<file path="config.mk">
export PLATFORM = sky130hd
export DESIGN_NAME = mac_unit
export DESIGN_NICKNAME = d
export VERILOG_FILES = /design/src/rtl/mac_pkg.sv /design/src/rtl/mac_mult.sv /design/src/rtl/mac_accum.sv /design/src/rtl/mac_unit.sv
export SDC_FILE = /design/constraint.sdc
export NUM_CORES = 1
export LEC_CHECK = 0
export ABC_AREA = 1
export CORE_MARGIN = 5
export CORE_UTILIZATION = 35
export DETAILED_ROUTE_END_ITERATION = 12
export HOLD_SLACK_MARGIN = 0.06
export PLACE_DENSITY = 0.64
export SYNTH_ARGS = -nofsm -noshare
export SYNTH_HDL_FRONTEND = slang
export SYNTH_SLANG_ARGS = --single-unit
</file>
<file path="constraint.sdc">
create_clock -name clk_i -period 2.8 [get_ports clk_i]
set_input_delay 0.28 -clock clk_i [delete_from_list [all_inputs] [get_ports clk_i]]
set_output_delay 0.28 -clock clk_i [all_outputs]
set_load 0.02 [all_outputs]
</file>
<file path="src/rtl/mac_pkg.sv">
package mac_pkg;
  localparam int NUM_ACC = 2;

  typedef enum logic [2:0] {
    OP_NOP = 3'd0,
    OP_MAC = 3'd1,
    OP_MSC = 3'd2,
    OP_MPY = 3'd3,
    OP_CLR = 3'd4
  } mac_op_e;
endpackage

</file>
<file path="src/rtl/mac_mult.sv">
module mac_mult #(
  parameter int OP_W  = 16,
  parameter int ACC_W = 40
) (
  input  logic [OP_W-1:0]  op_a_i,
  input  logic [OP_W-1:0]  op_b_i,
  input  logic             frac_i,
  input  logic             a_signed_i,
  input  logic             b_signed_i,
  output logic [ACC_W-1:0] prod_o
);
  localparam int EXT_W  = OP_W + 1;
  localparam int FULL_W = 2 * EXT_W;
  localparam int FRAC_W = 2 * OP_W;

  logic signed [EXT_W-1:0]  ext_a, ext_b;
  logic signed [FULL_W-1:0] full_p;
  logic [FRAC_W-1:0]        frac_p;
  logic                     both_min;

  // fractional mode forces signed operands
  assign ext_a  = {(frac_i | a_signed_i) & op_a_i[OP_W-1], op_a_i};
  assign ext_b  = {(frac_i | b_signed_i) & op_b_i[OP_W-1], op_b_i};
  assign full_p = ext_a * ext_b;

  assign both_min = (op_a_i == {1'b1, {(OP_W-1){1'b0}}}) &&
                    (op_b_i == {1'b1, {(OP_W-1){1'b0}}});

  always_comb begin
    if (both_min) frac_p = {1'b0, {(FRAC_W-1){1'b1}}};
    else          frac_p = {full_p[FRAC_W-2:0], 1'b0};
  end

  always_comb begin
    if (frac_i) prod_o = {{(ACC_W-FRAC_W){frac_p[FRAC_W-1]}}, frac_p};
    else        prod_o = {{(ACC_W-FULL_W){full_p[FULL_W-1]}}, full_p};
  end
endmodule

</file>
<file path="src/rtl/mac_accum.sv">
module mac_accum
  import mac_pkg::*;
#(
  parameter int ACC_W = 40
) (
  input  logic [ACC_W-1:0] acc_i,
  input  logic [ACC_W-1:0] prod_i,
  input  logic [2:0]       op_i,
  input  logic             sat_en_i,
  output logic [ACC_W-1:0] nxt_o,
  output logic             sat_hit_o
);
  localparam logic [ACC_W-1:0] ACC_MAX = {1'b0, {(ACC_W-1){1'b1}}};
  localparam logic [ACC_W-1:0] ACC_MIN = {1'b1, {(ACC_W-1){1'b0}}};

  logic [ACC_W:0] ext_acc, ext_p, sum;
  logic           wrap;

  assign ext_acc = {acc_i[ACC_W-1], acc_i};
  assign ext_p   = {prod_i[ACC_W-1], prod_i};
  assign sum     = (op_i == OP_MSC) ? ext_acc - ext_p : ext_acc + ext_p;
  assign wrap    = sum[ACC_W] ^ sum[ACC_W-1];

  always_comb begin
    nxt_o     = acc_i;
    sat_hit_o = 1'b0;
    case (op_i)
      OP_MAC, OP_MSC: begin
        if (wrap && sat_en_i) begin
          nxt_o     = sum[ACC_W] ? ACC_MIN : ACC_MAX;
          sat_hit_o = 1'b1;
        end else begin
          nxt_o = sum[ACC_W-1:0];
        end
      end
      OP_MPY:  nxt_o = prod_i;
      OP_CLR:  nxt_o = '0;
      default: nxt_o = acc_i;
    endcase
  end
endmodule

</file>
<file path="src/rtl/mac_unit.sv">
module mac_unit
  import mac_pkg::*;
#(
  parameter int OP_W    = 16,
  parameter int GUARD_W = 8
) (
  input  logic                        clk_i,
  input  logic                        rst_ni,
  input  logic [2:0]                  op_i,
  input  logic                        acc_sel_i,
  input  logic                        frac_i,
  input  logic                        a_signed_i,
  input  logic                        b_signed_i,
  input  logic                        sat_en_i,
  input  logic [OP_W-1:0]             op_a_i,
  input  logic [OP_W-1:0]             op_b_i,
  output logic [GUARD_W+2*OP_W-1:0]   acc_a_o,
  output logic [GUARD_W+2*OP_W-1:0]   acc_b_o,
  output logic                        ovf_a_o,
  output logic                        ovf_b_o,
  output logic                        sat_a_o,
  output logic                        sat_b_o
);
  localparam int ACC_W = GUARD_W + 2 * OP_W;
  localparam int TOP_W = GUARD_W + 1;   // guard bits plus 1.31 sign

  logic [ACC_W-1:0] prod, acc_cur, acc_nxt;
  logic             sat_hit, upd;
  logic [ACC_W-1:0] acc_q [NUM_ACC];
  logic             sat_q [NUM_ACC];
  logic             ovf   [NUM_ACC];

  assign upd = (op_i == OP_MAC) || (op_i == OP_MSC) ||
               (op_i == OP_MPY) || (op_i == OP_CLR);

  mac_mult #(.OP_W(OP_W), .ACC_W(ACC_W)) u_mult (
    .op_a_i     (op_a_i),
    .op_b_i     (op_b_i),
    .frac_i     (frac_i),
    .a_signed_i (a_signed_i),
    .b_signed_i (b_signed_i),
    .prod_o     (prod)
  );

  assign acc_cur = acc_q[acc_sel_i];

  mac_accum #(.ACC_W(ACC_W)) u_accum (
    .acc_i     (acc_cur),
    .prod_i    (prod),
    .op_i      (op_i),
    .sat_en_i  (sat_en_i),
    .nxt_o     (acc_nxt),
    .sat_hit_o (sat_hit)
  );

  for (genvar g = 0; g < NUM_ACC; g++) begin : g_acc
    always_ff @(posedge clk_i or negedge rst_ni) begin
      if (!rst_ni) begin
        acc_q[g] <= '0;
        sat_q[g] <= 1'b0;
      end else if (upd && (acc_sel_i == 1'(g))) begin
        acc_q[g] <= acc_nxt;
        if (op_i == OP_CLR) sat_q[g] <= 1'b0;
        else if (sat_hit)   sat_q[g] <= 1'b1;
      end
    end
    assign ovf[g] = (|acc_q[g][ACC_W-1 -: TOP_W]) & ~(&acc_q[g][ACC_W-1 -: TOP_W]);
  end

  assign acc_a_o = acc_q[0];
  assign acc_b_o = acc_q[1];
  assign ovf_a_o = ovf[0];
  assign ovf_b_o = ovf[1];
  assign sat_a_o = sat_q[0];
  assign sat_b_o = sat_q[1];
endmodule

</file>
==> impl_metrics.ini <==
[cts]
clk_path_buf_depth = 2
clock-sinks = 82
clock_latency_ns = 0.36
cts_buffers = 9
cts_max_level = 3
clock-root-buffer = clkbuf_16
path_clk_slew_ns = 0.07
tritoncts = done

[worst_setup_path]
critPathArrivalTime_ns = 8.74
crit_path_start_kind = primary input
crit_top_cell = nand2_1
rr_worst_depth = 22
rr_startpoint = acc_b_o[13]$_DFFE_PN0P_
cp_slowest_stage_delay_ns = 0.59
reg2reg_to = acc_a_o[24]$_DFFE_PN0P_
crit_type = primary input to flip-flop
worst-path-buf-inv = 13
end_kind = flip-flop
r2r_slack_ns = -0.68
worst_path_max_delay_cell = fa_1
cp_max_fo = 7
cp_top_family = adder cells
worstPathRequired_ns = 3.06

[layout]
area_delta_synth_final_pct = 50.4
antenna_cells = 0
final_util_pct = 52.9
drive_above_1_share_pct = 33.9
fin_nets = 4272
fillers = 5381

[run_status]
status = finished with violations
violations = negative setup slack

[placement]
gp_congestion = 0.952
place_hpwl_mm = 55.0
place.port_buffers = 125

[timing]
final.setup.worst_slack_ns = -5.68
fmax_mhz = 118
worstMarginPinSlew_ns = 0.502
setup_violations = 82
finalCriticalPeriod_ns = 8.48
max-slew-margin-rel_pct = 66.5
fin_crit_sh_pct = 303
setup-tns-final_ns = -462.28
rsz0062_at_grt = true
slew_violations = 0
clock_skew_ns = 0.00741
hold_violations = 0

[yosys]
avgSynthCellArea_sq_um = 6.68
synth-edff-count = 0
yosysTopAreaCellShare_pct = 28.8
async_flop_share_pct = 100
yosysWarningCount = 0
yosys-top-cells-count = nand2_1, inv_1, fa_1, nor2_1, ha_1
yosysUniqueCellTypes = 51
syn_inst = 3088
synth_nets = 3553
synth_ff_type = dfrtp_1
synth.yosys.seq_area_share_pct = 9.95
ys_ff_latch = 82
post-synth-top-count-cell = nand2_1
synth_area_sq_um = 20600
synth.area.top_cells = fa_1, nand2_1, inv_1, dfrtp_1, ha_1
synth_area_leader_cell = fa_1

[die]
start_util_pct = 35.2
die_width_um = 253
design.core.area_sq_um = 58700
ioPinCount = 126
num_rows = 89
dieArea_sq_um = 63900
fp.dieH_um = 253

[flow_run]
drv_cap = 0

[hold_path]
worst_hold_path_type = primary input to flip-flop
whs_path_depth = 4
hp-start = acc_sel_i
hold_end = sat_b_o$_DFFE_PN0P_

[route]
drt-initial-drc-count = 1362
first_pass_iters = 7
drc = 0
drt-total-wl_mm = 72.6
num_vias = 21800
via_per_inst = 4.77
wire_per_inst_um = 15.8
antenna_left = 0

[global_route]
grt.busiest_layer = met2
met3_usage_pct = 3.03
antenna_found_initial = 0
grtUsageMet2_pct = 37.7
first_global_vias = 22100
overflow = 0
grt_pass1_wl_mm = 115
globalRouteMet1Util_pct = 30.3
grt_max_degree = 83
grt_use_total_pct = 22.2
-- cells by family after synthesis --
group	share of synthesized area [%]
compound gates	5.61
xor+xnor	3.52
fa+ha+maj	36.5
buf+inv	15.8
flops	9.95
mux	0.437
simple gates	28.3
-- metal layers --
metal / vias to the layer above / share of wire [%]
met5: - / 0
met4: 0 / 2.8
met3: 143 / 6.4
met2: 701 / 48
met1: 10500 / 42
li1: 10500 / -
-- how the worst max path moves through the flow --
stage,from,end,slack (ns),depth (start not counted)
after floorplan,frac_i,acc_b_o[32]$_DFFE_PN0P_,-5.00,46
after global placement,frac_i,acc_a_o[37]$_DFFE_PN0P_,-6.57,45
after detailed placement,op_a_i[15],acc_b_o[10]$_DFFE_PN0P_,-6.64,51
after CTS,frac_i,acc_a_o[29]$_DFFE_PN0P_,-5.56,52
after global routing,b_signed_i,acc_a_o[29]$_DFFE_PN0P_,-6.05,52
final,op_a_i[2],acc_a_o[24]$_DFFE_PN0P_,-5.68,50
-- placed cells by master, fill, tap and decap left out, drive strengths merged, types with 2 or more instances in the layout --
cell type      Yosys  routed
nand2           1158    1158
nor4              10      10
clkbuf            58      26
o21bai             3       3
bufbuf             0       5
o21a               7       7
nand4             23      23
a31oi              3       3
and2               3       3
a21o               2       2
inv              707     706
clkdlybuf4s50      0      90
o21ai             85      85
o22ai              5       5
nor3              14      14
clkdlybuf4s15      0       5
nor2             148     148
nand3b             4       4
dlygate4sd2        0       7
dfrtp             82      82
a21oi             89      89
clkinv             2       7
buf               56     700
ha               126     126
nand3             96      96
xor2              46      46
o31ai              2       2
or2                3       3
a22oi              2       2
o2111ai            2       2
fa               297     297
mux2i              9       9
xnor2             37      37
-- per-stage QoR --
stage,std cells,worst slack [ns],hold WS (ns),cell area [sq um]
after floorplan,3088,-5.00,-0.0156,21200
after global placement,4421,-6.57,0.337,27100
after detailed placement,4421,-6.64,0.346,27100
after CTS,4550,-5.56,0.403,29800
after global routing,4585,-6.05,0.439,31000
final,4585,-5.68,0.414,31000
-- flip-flops by register name (all words and copies together) (netlist names) --
register / flops
acc_a_o: 40
acc_b_o: 40
sat_a_o: 1
sat_b_o: 1
-- cell type report --
type | instances | area (sq um) | share of cell area [%]
timing repair buffer | 822 | 7350 | 23.7
clock inverter | 4 | 27.5 | 0.0887
multi-input combinational | 2183 | 17700 | 57.0
tap | 773 | 967 | 3.12
inverter | 709 | 2680 | 8.65
sequential | 82 | 2050 | 6.61
clock buffer | 12 | 246 | 0.795
-- worst min-delay path: stages --
cell     delay [ns]
buf_2          0.12
buf_4          0.20
nand2_2        0.09
a21oi_2        0.05
-- what timing repair did --
item | in CTS | in global routing
buffers inserted | 102 | 39
hold buffers | 1 | 0
resized for setup | 382 | 376
pin swaps | 185 | 284
hold endpoints to repair | 82 | 0
gates cloned | 11 | 3
endpoints found under the setup margin | 82 | 82
Power is not shown: default switching activity piles up to over one toggle a cycle in this logic, so the estimate is an artifact.
